===== config.mk =====
export PLATFORM = sky130hd
export DESIGN_NAME = irq_cause_mask
export DESIGN_NICKNAME = d
export VERILOG_FILES = /design/src/rtl/irq_agg_pkg.sv /design/src/rtl/irq_agg_sync.sv /design/src/rtl/irq_agg_regs.sv /design/src/rtl/irq_agg_out.sv /design/src/rtl/irq_cause_mask.sv
export SDC_FILE = /design/constraint.sdc
export NUM_CORES = 1
export LEC_CHECK = 0
export BUFFER_PORTS_ARGS = -buffer_cell sky130_fd_sc_hd__buf_4
export CORE_ASPECT_RATIO = 0.7
export CORE_MARGIN = 1
export CORE_UTILIZATION = 53
export CTS_CLUSTER_DIAMETER = 50
export DETAILED_ROUTE_END_ITERATION = 12
export PLACE_DENSITY = 0.78
export SLEW_MARGIN = 20
export SYNTH_ARGS = -nofsm -noshare
export SYNTH_HDL_FRONTEND = slang
export SYNTH_SLANG_ARGS = --single-unit

===== constraint.sdc =====
create_clock -name clk -period 1.42 [get_ports clk]
set_input_delay 0.142 -clock clk [delete_from_list [all_inputs] [get_ports clk]]
set_output_delay 0.142 -clock clk [all_outputs]
set_load 0.03 [all_outputs]

===== src/rtl/irq_agg_pkg.sv =====
package irq_agg_pkg;

    localparam logic [31:0] OFS_PEND  = 32'h0;
    localparam logic [31:0] OFS_BLOCK = 32'h4;

    typedef enum logic [1:0] {
        SEL_PEND  = 2'd0,
        SEL_BLOCK = 2'd1,
        SEL_NONE  = 2'd2
    } reg_sel_e;

    function automatic reg_sel_e decode_addr(input logic [31:0] addr);
        if (addr == OFS_PEND)       return SEL_PEND;
        else if (addr == OFS_BLOCK) return SEL_BLOCK;
        else                        return SEL_NONE;
    endfunction

endpackage


===== src/rtl/irq_agg_sync.sv =====
module irq_agg_sync #(
    parameter int WIDTH  = 32,
    parameter int STAGES = 2
) (
    input  logic             clk,
    input  logic             rst_n,
    input  logic [WIDTH-1:0] din_i,
    output logic [WIDTH-1:0] dout_o
);
    logic [WIDTH-1:0] stage_d [STAGES];
    logic [WIDTH-1:0] stage_q [STAGES];

    always_comb begin
        stage_d[0] = din_i;
        for (int i = 1; i < STAGES; i++) begin
            stage_d[i] = stage_q[i-1];
        end
    end

    generate
        for (genvar g = 0; g < STAGES; g++) begin : g_stage
            always_ff @(posedge clk or negedge rst_n) begin
                if (!rst_n) stage_q[g] <= '0;
                else        stage_q[g] <= stage_d[g];
            end
        end
    endgenerate

    assign dout_o = stage_q[STAGES-1];
endmodule


===== src/rtl/irq_agg_regs.sv =====
module irq_agg_regs
    import irq_agg_pkg::*;
#(
    parameter int NUM_SRC = 32,
    parameter int ADDR_W  = 4
) (
    input  logic               clk,
    input  logic               rst_n,
    input  logic [NUM_SRC-1:0] set_i,
    input  logic [ADDR_W-1:0]  addr_i,
    input  logic               we_i,
    input  logic [NUM_SRC-1:0] wdata_i,
    output logic [NUM_SRC-1:0] rdata_o,
    output logic [NUM_SRC-1:0] pend_o,
    output logic [NUM_SRC-1:0] block_o
);
    typedef struct packed {
        logic [NUM_SRC-1:0] pend;
        logic [NUM_SRC-1:0] block;
    } regs_t;

    regs_t    regs_d, regs_q;
    reg_sel_e sel;
    logic [NUM_SRC-1:0] ack_bits;

    always_comb begin
        sel      = decode_addr(32'(addr_i));
        ack_bits = (we_i && sel == SEL_PEND) ? wdata_i : '0;
        regs_d   = regs_q;
        // clear first, then set: a live source wins over an acknowledge
        regs_d.pend = (regs_q.pend & ~ack_bits) | set_i;
        if (we_i && sel == SEL_BLOCK) begin
            regs_d.block = wdata_i;
        end
        unique case (sel)
            SEL_PEND:  rdata_o = regs_q.pend;
            SEL_BLOCK: rdata_o = regs_q.block;
            default:   rdata_o = '0;
        endcase
    end

    always_ff @(posedge clk or negedge rst_n) begin
        if (!rst_n) regs_q <= '0;
        else        regs_q <= regs_d;
    end

    assign pend_o  = regs_q.pend;
    assign block_o = regs_q.block;
endmodule


===== src/rtl/irq_agg_out.sv =====
module irq_agg_out #(
    parameter int NUM_SRC = 32
) (
    input  logic               clk,
    input  logic               rst_n,
    input  logic [NUM_SRC-1:0] pend_i,
    input  logic [NUM_SRC-1:0] block_i,
    output logic               irq_o
);
    logic req_d, req_q;

    always_comb begin
        req_d = |(pend_i & ~block_i);
    end

    always_ff @(posedge clk or negedge rst_n) begin
        if (!rst_n) req_q <= 1'b0;
        else        req_q <= req_d;
    end

    assign irq_o = req_q;
endmodule


===== src/rtl/irq_cause_mask.sv =====
module irq_cause_mask #(
    parameter int NUM_SRC     = 32,
    parameter int ADDR_W      = 4,
    parameter int SYNC_STAGES = 2
) (
    input  logic               clk,
    input  logic               rst_n,
    input  logic [NUM_SRC-1:0] src_i,
    input  logic [ADDR_W-1:0]  reg_addr_i,
    input  logic               reg_we_i,
    input  logic [NUM_SRC-1:0] reg_wdata_i,
    output logic [NUM_SRC-1:0] reg_rdata_o,
    output logic               irq_o
);
    logic [NUM_SRC-1:0] src_sync_w;
    logic [NUM_SRC-1:0] pend_w;
    logic [NUM_SRC-1:0] block_w;

    irq_agg_sync #(.WIDTH(NUM_SRC), .STAGES(SYNC_STAGES)) sync_i (
        .clk    (clk),
        .rst_n  (rst_n),
        .din_i  (src_i),
        .dout_o (src_sync_w)
    );

    irq_agg_regs #(.NUM_SRC(NUM_SRC), .ADDR_W(ADDR_W)) regs_i (
        .clk     (clk),
        .rst_n   (rst_n),
        .set_i   (src_sync_w),
        .addr_i  (reg_addr_i),
        .we_i    (reg_we_i),
        .wdata_i (reg_wdata_i),
        .rdata_o (reg_rdata_o),
        .pend_o  (pend_w),
        .block_o (block_w)
    );

    irq_agg_out #(.NUM_SRC(NUM_SRC)) out_i (
        .clk     (clk),
        .rst_n   (rst_n),
        .pend_i  (pend_w),
        .block_i (block_w),
        .irq_o   (irq_o)
    );
endmodule


==> impl_metrics.json <==
{
  "outcome": "finished, final reports clean",
  "rsz0062_at_grt": "yes",
  "post-route-period-util_pct": 98.4,
  "fmax_mhz": 716,
  "pin_count": 104,
  "slowest_stage": "nor4_4",
  "crit_path_max_incr_delay_ps": 350,
  "grt_first_pass_wirelength_mm": 17.5,
  "register_area_sq_um": 3230,
  "first_iter_violations": 183,
  "vias": 3241,
  "overflow": 0,
  "drt-total-wl_mm": 11.3,
  "fillCellCount": 450,
  "num-nets-final": 585,
  "clk_path_buf_depth": 2,
  "wire_per_inst_microns": 17.4,
  "path_clk_slew_ps": 50,
  "arrival_ps": 1260,
  "die_h_microns": 80.0,
  "yosys.cell_types.count": 17,
  "final_cell_mix": "dfrtp_1, buf_4, dlygate4sd3_1",
  "synth.net_count": 398,
  "cap_violations": 0,
  "crit_type": "in2out",
  "rr_startpoint": "regs_i.pend_o[9]$_DFF_PN0_",
  "coreArea_sq_um": 8440,
  "ys_ff_latch": 129,
  "cts_htree_levels": 4,
  "maxSlewViolCount": 0,
  "final_util_pct": 82.3,
  "multi_input_comb_area_sq_um": 1190,
  "viasPerCell": 5.01,
  "initial_core_util_pct": 54.5,
  "gr-usage-all-layers_pct": 27.0,
  "die_x_microns": 113,
  "fin_crit_ps": 1400,
  "vdd_drop_max_v": 0.00123,
  "ys_seq_area_share_pct": 70.1,
  "power.density_nw_per_um2": 1430,
  "cts-buffers-inserted": 17,
  "syn-instance-count": 327,
  "setup.worst_path.start_class": "primary input",
  "ant_nets": 0,
  "io_buffers": 103,
  "hp-class": "in2async",
  "root_buffer": "clkbuf_16",
  "diodes": 0,
  "slew_headroom_pct": 71.8,
  "cts_sinks": 129,
  "finalSetupViolations": 0,
  "areaGrowthSynthToFinish_pct": 50.9,
  "dieArea_sq_um": 9070,
  "p_total_uw": 9930,
  "fp-row-count": 28,
  "fin_skew_ps": 5.33,
  "syn_avg_cell_area_sq_um": 14.1,
  "cp-end-kind": "output pin",
  "cpMostUsedCell": "buf_4",
  "yosysWarnings": 0,
  "power_leakage_uw": 0.00331,
  "hold_violations": 0,
  "required_ps": 1280,
  "layout_commonest_cell": "dfrtp_1",
  "layout-drive-gt1-share_pct": 29.0,
  "drc": 0,
  "clk_latency_ps": 410,
  "antenna_found_initial": 0,
  "cts_tree": "yes",
  "cp_max_fo": 17,
  "grt_max_degree": 54,
  "gp_congestion": 0.750,
  "cp_cell_sequence": "buf_4, nor4_4, buf_6, a22o_1, buf_4",
  "netlist_area_sq_um": 4600,
  "tightest_slew_ps": 419,
  "dr.pass1.iters": 4,
  "dp_hpwl_mm": 6.69,
  "grt_pass1_vias": 3517,
  "cp-startpoint": "reg_addr_i[3]"
}
-- cells by family (layout without fill, tap and decap cells) --
kind of cell | count (synthesis) | count (layout) | share of synthesized area, %
multiplexers | 32 | 32 | 7.83
AND/OR/NAND/NOR | 41 | 41 | 4.54
AO/OA/AOI/OAI | 80 | 80 | 13.5
flip-flops | 129 | 129 | 70.1
buffers and inverters | 45 | 245 | 4.02
-- flip-flops by register name, indices dropped and copies added (netlist names) --
name / cells
out_i.irq_o: 1
regs_i.block_o: 32
regs_i.pend_o: 32
sync_i.dout_o: 32
sync_i.stage_d: 32
-- critical path: cells and delay by family --
kind	cells	cell delay [ps]
AND/OR/NAND/NOR	1	350
buffers and inverters	3	550
AO/OA/AOI/OAI	1	200
-- cell usage after synthesis --
cell      count  area [sq um]
dfrtp_1     129          3230
a21o_1       32           240
a22o_1       32           280
inv_1        32           120
nand2_1      32           120
mux2_1       30           338
o22ai_1      16           100
clkbuf_1      6          22.5
buf_2         4          20.0
nor4_1        4          25.0
buf_4         3          22.5
mux2_2        2          22.5
and2_0        1          6.26
nand2_2       1          6.26
nand4_1       1          6.26
nor4_4        1          21.3
nor4b_4       1          23.8
-- worst paths after layout --
kind	end	slack [ps]	cells past startpoint
worst max-delay path	reg_rdata_o[27]	20	5
worst min-delay path	sync_i.stage_d[9]$_DFF_PN0_	150	2
worst max register to register	out_i.irq_o$_DFF_PN0_	150	4
max in group asynchronous	regs_i.pend_o[28]$_DFF_PN0_	720	3
worst min register to register	sync_i.dout_o[20]$_DFF_PN0_	350	0
min in group clk	regs_i.block_o[5]$_DFFE_PN0P_	310	4
-- area by class of cell --
type / instances / share of cell area, %
flip-flops and latches: 129 / 46.5
clock inverters: 13 / 2.99
repair buffers: 181 / 23.0
clock buffers: 19 / 6.52
multi-input cells: 153 / 17.1
inverters: 32 / 1.73
well taps: 120 / 2.16
-- metrics by stage --
step / TNS (ps) / hold WS (ps) / instance area, sq um / std cells / setup WS, ps
after floorplan: 0 / -154 / 4600 / 327 / 114
after global placement: 0 / 24.6 / 5600 / 547 / 29.2
after detailed placement: -26.2 / 27.9 / 5600 / 547 / -18.3
after CTS: 0 / 135 / 6910 / 644 / 27.2
after global routing: -29.5 / 154 / 6950 / 647 / -10.7
final: 0 / 148 / 6950 / 647 / 22.7
-- per-layer routing --
layer	track usage, %	wire length (microns)	vias to the layer above
met2	47.4	5950	104
met3	8.20	560	12
met1	32.0	4650	1615
met5	0	0	-
met4	8.95	106	0
li1	-	-	1510
-- power by group --
| group | leakage (uW) | internal (uW) | switching [uW] |
|---|---|---|---|
| Clock | 0.000312 | 3210 | 1570 |
| Sequential | 0.00143 | 4000 | 227 |
| Combinational | 0.00157 | 517 | 414 |
| Total | 0.00331 | 7720 | 2210 |
-- what timing repair did --
action,CTS,global route
hold buffers,65,0
setup buffers,0,3
endpoints found under the setup margin,0,32
resized for setup,0,4
endpoints found under the hold margin,193,0
(Power assumes the default switching activity.)
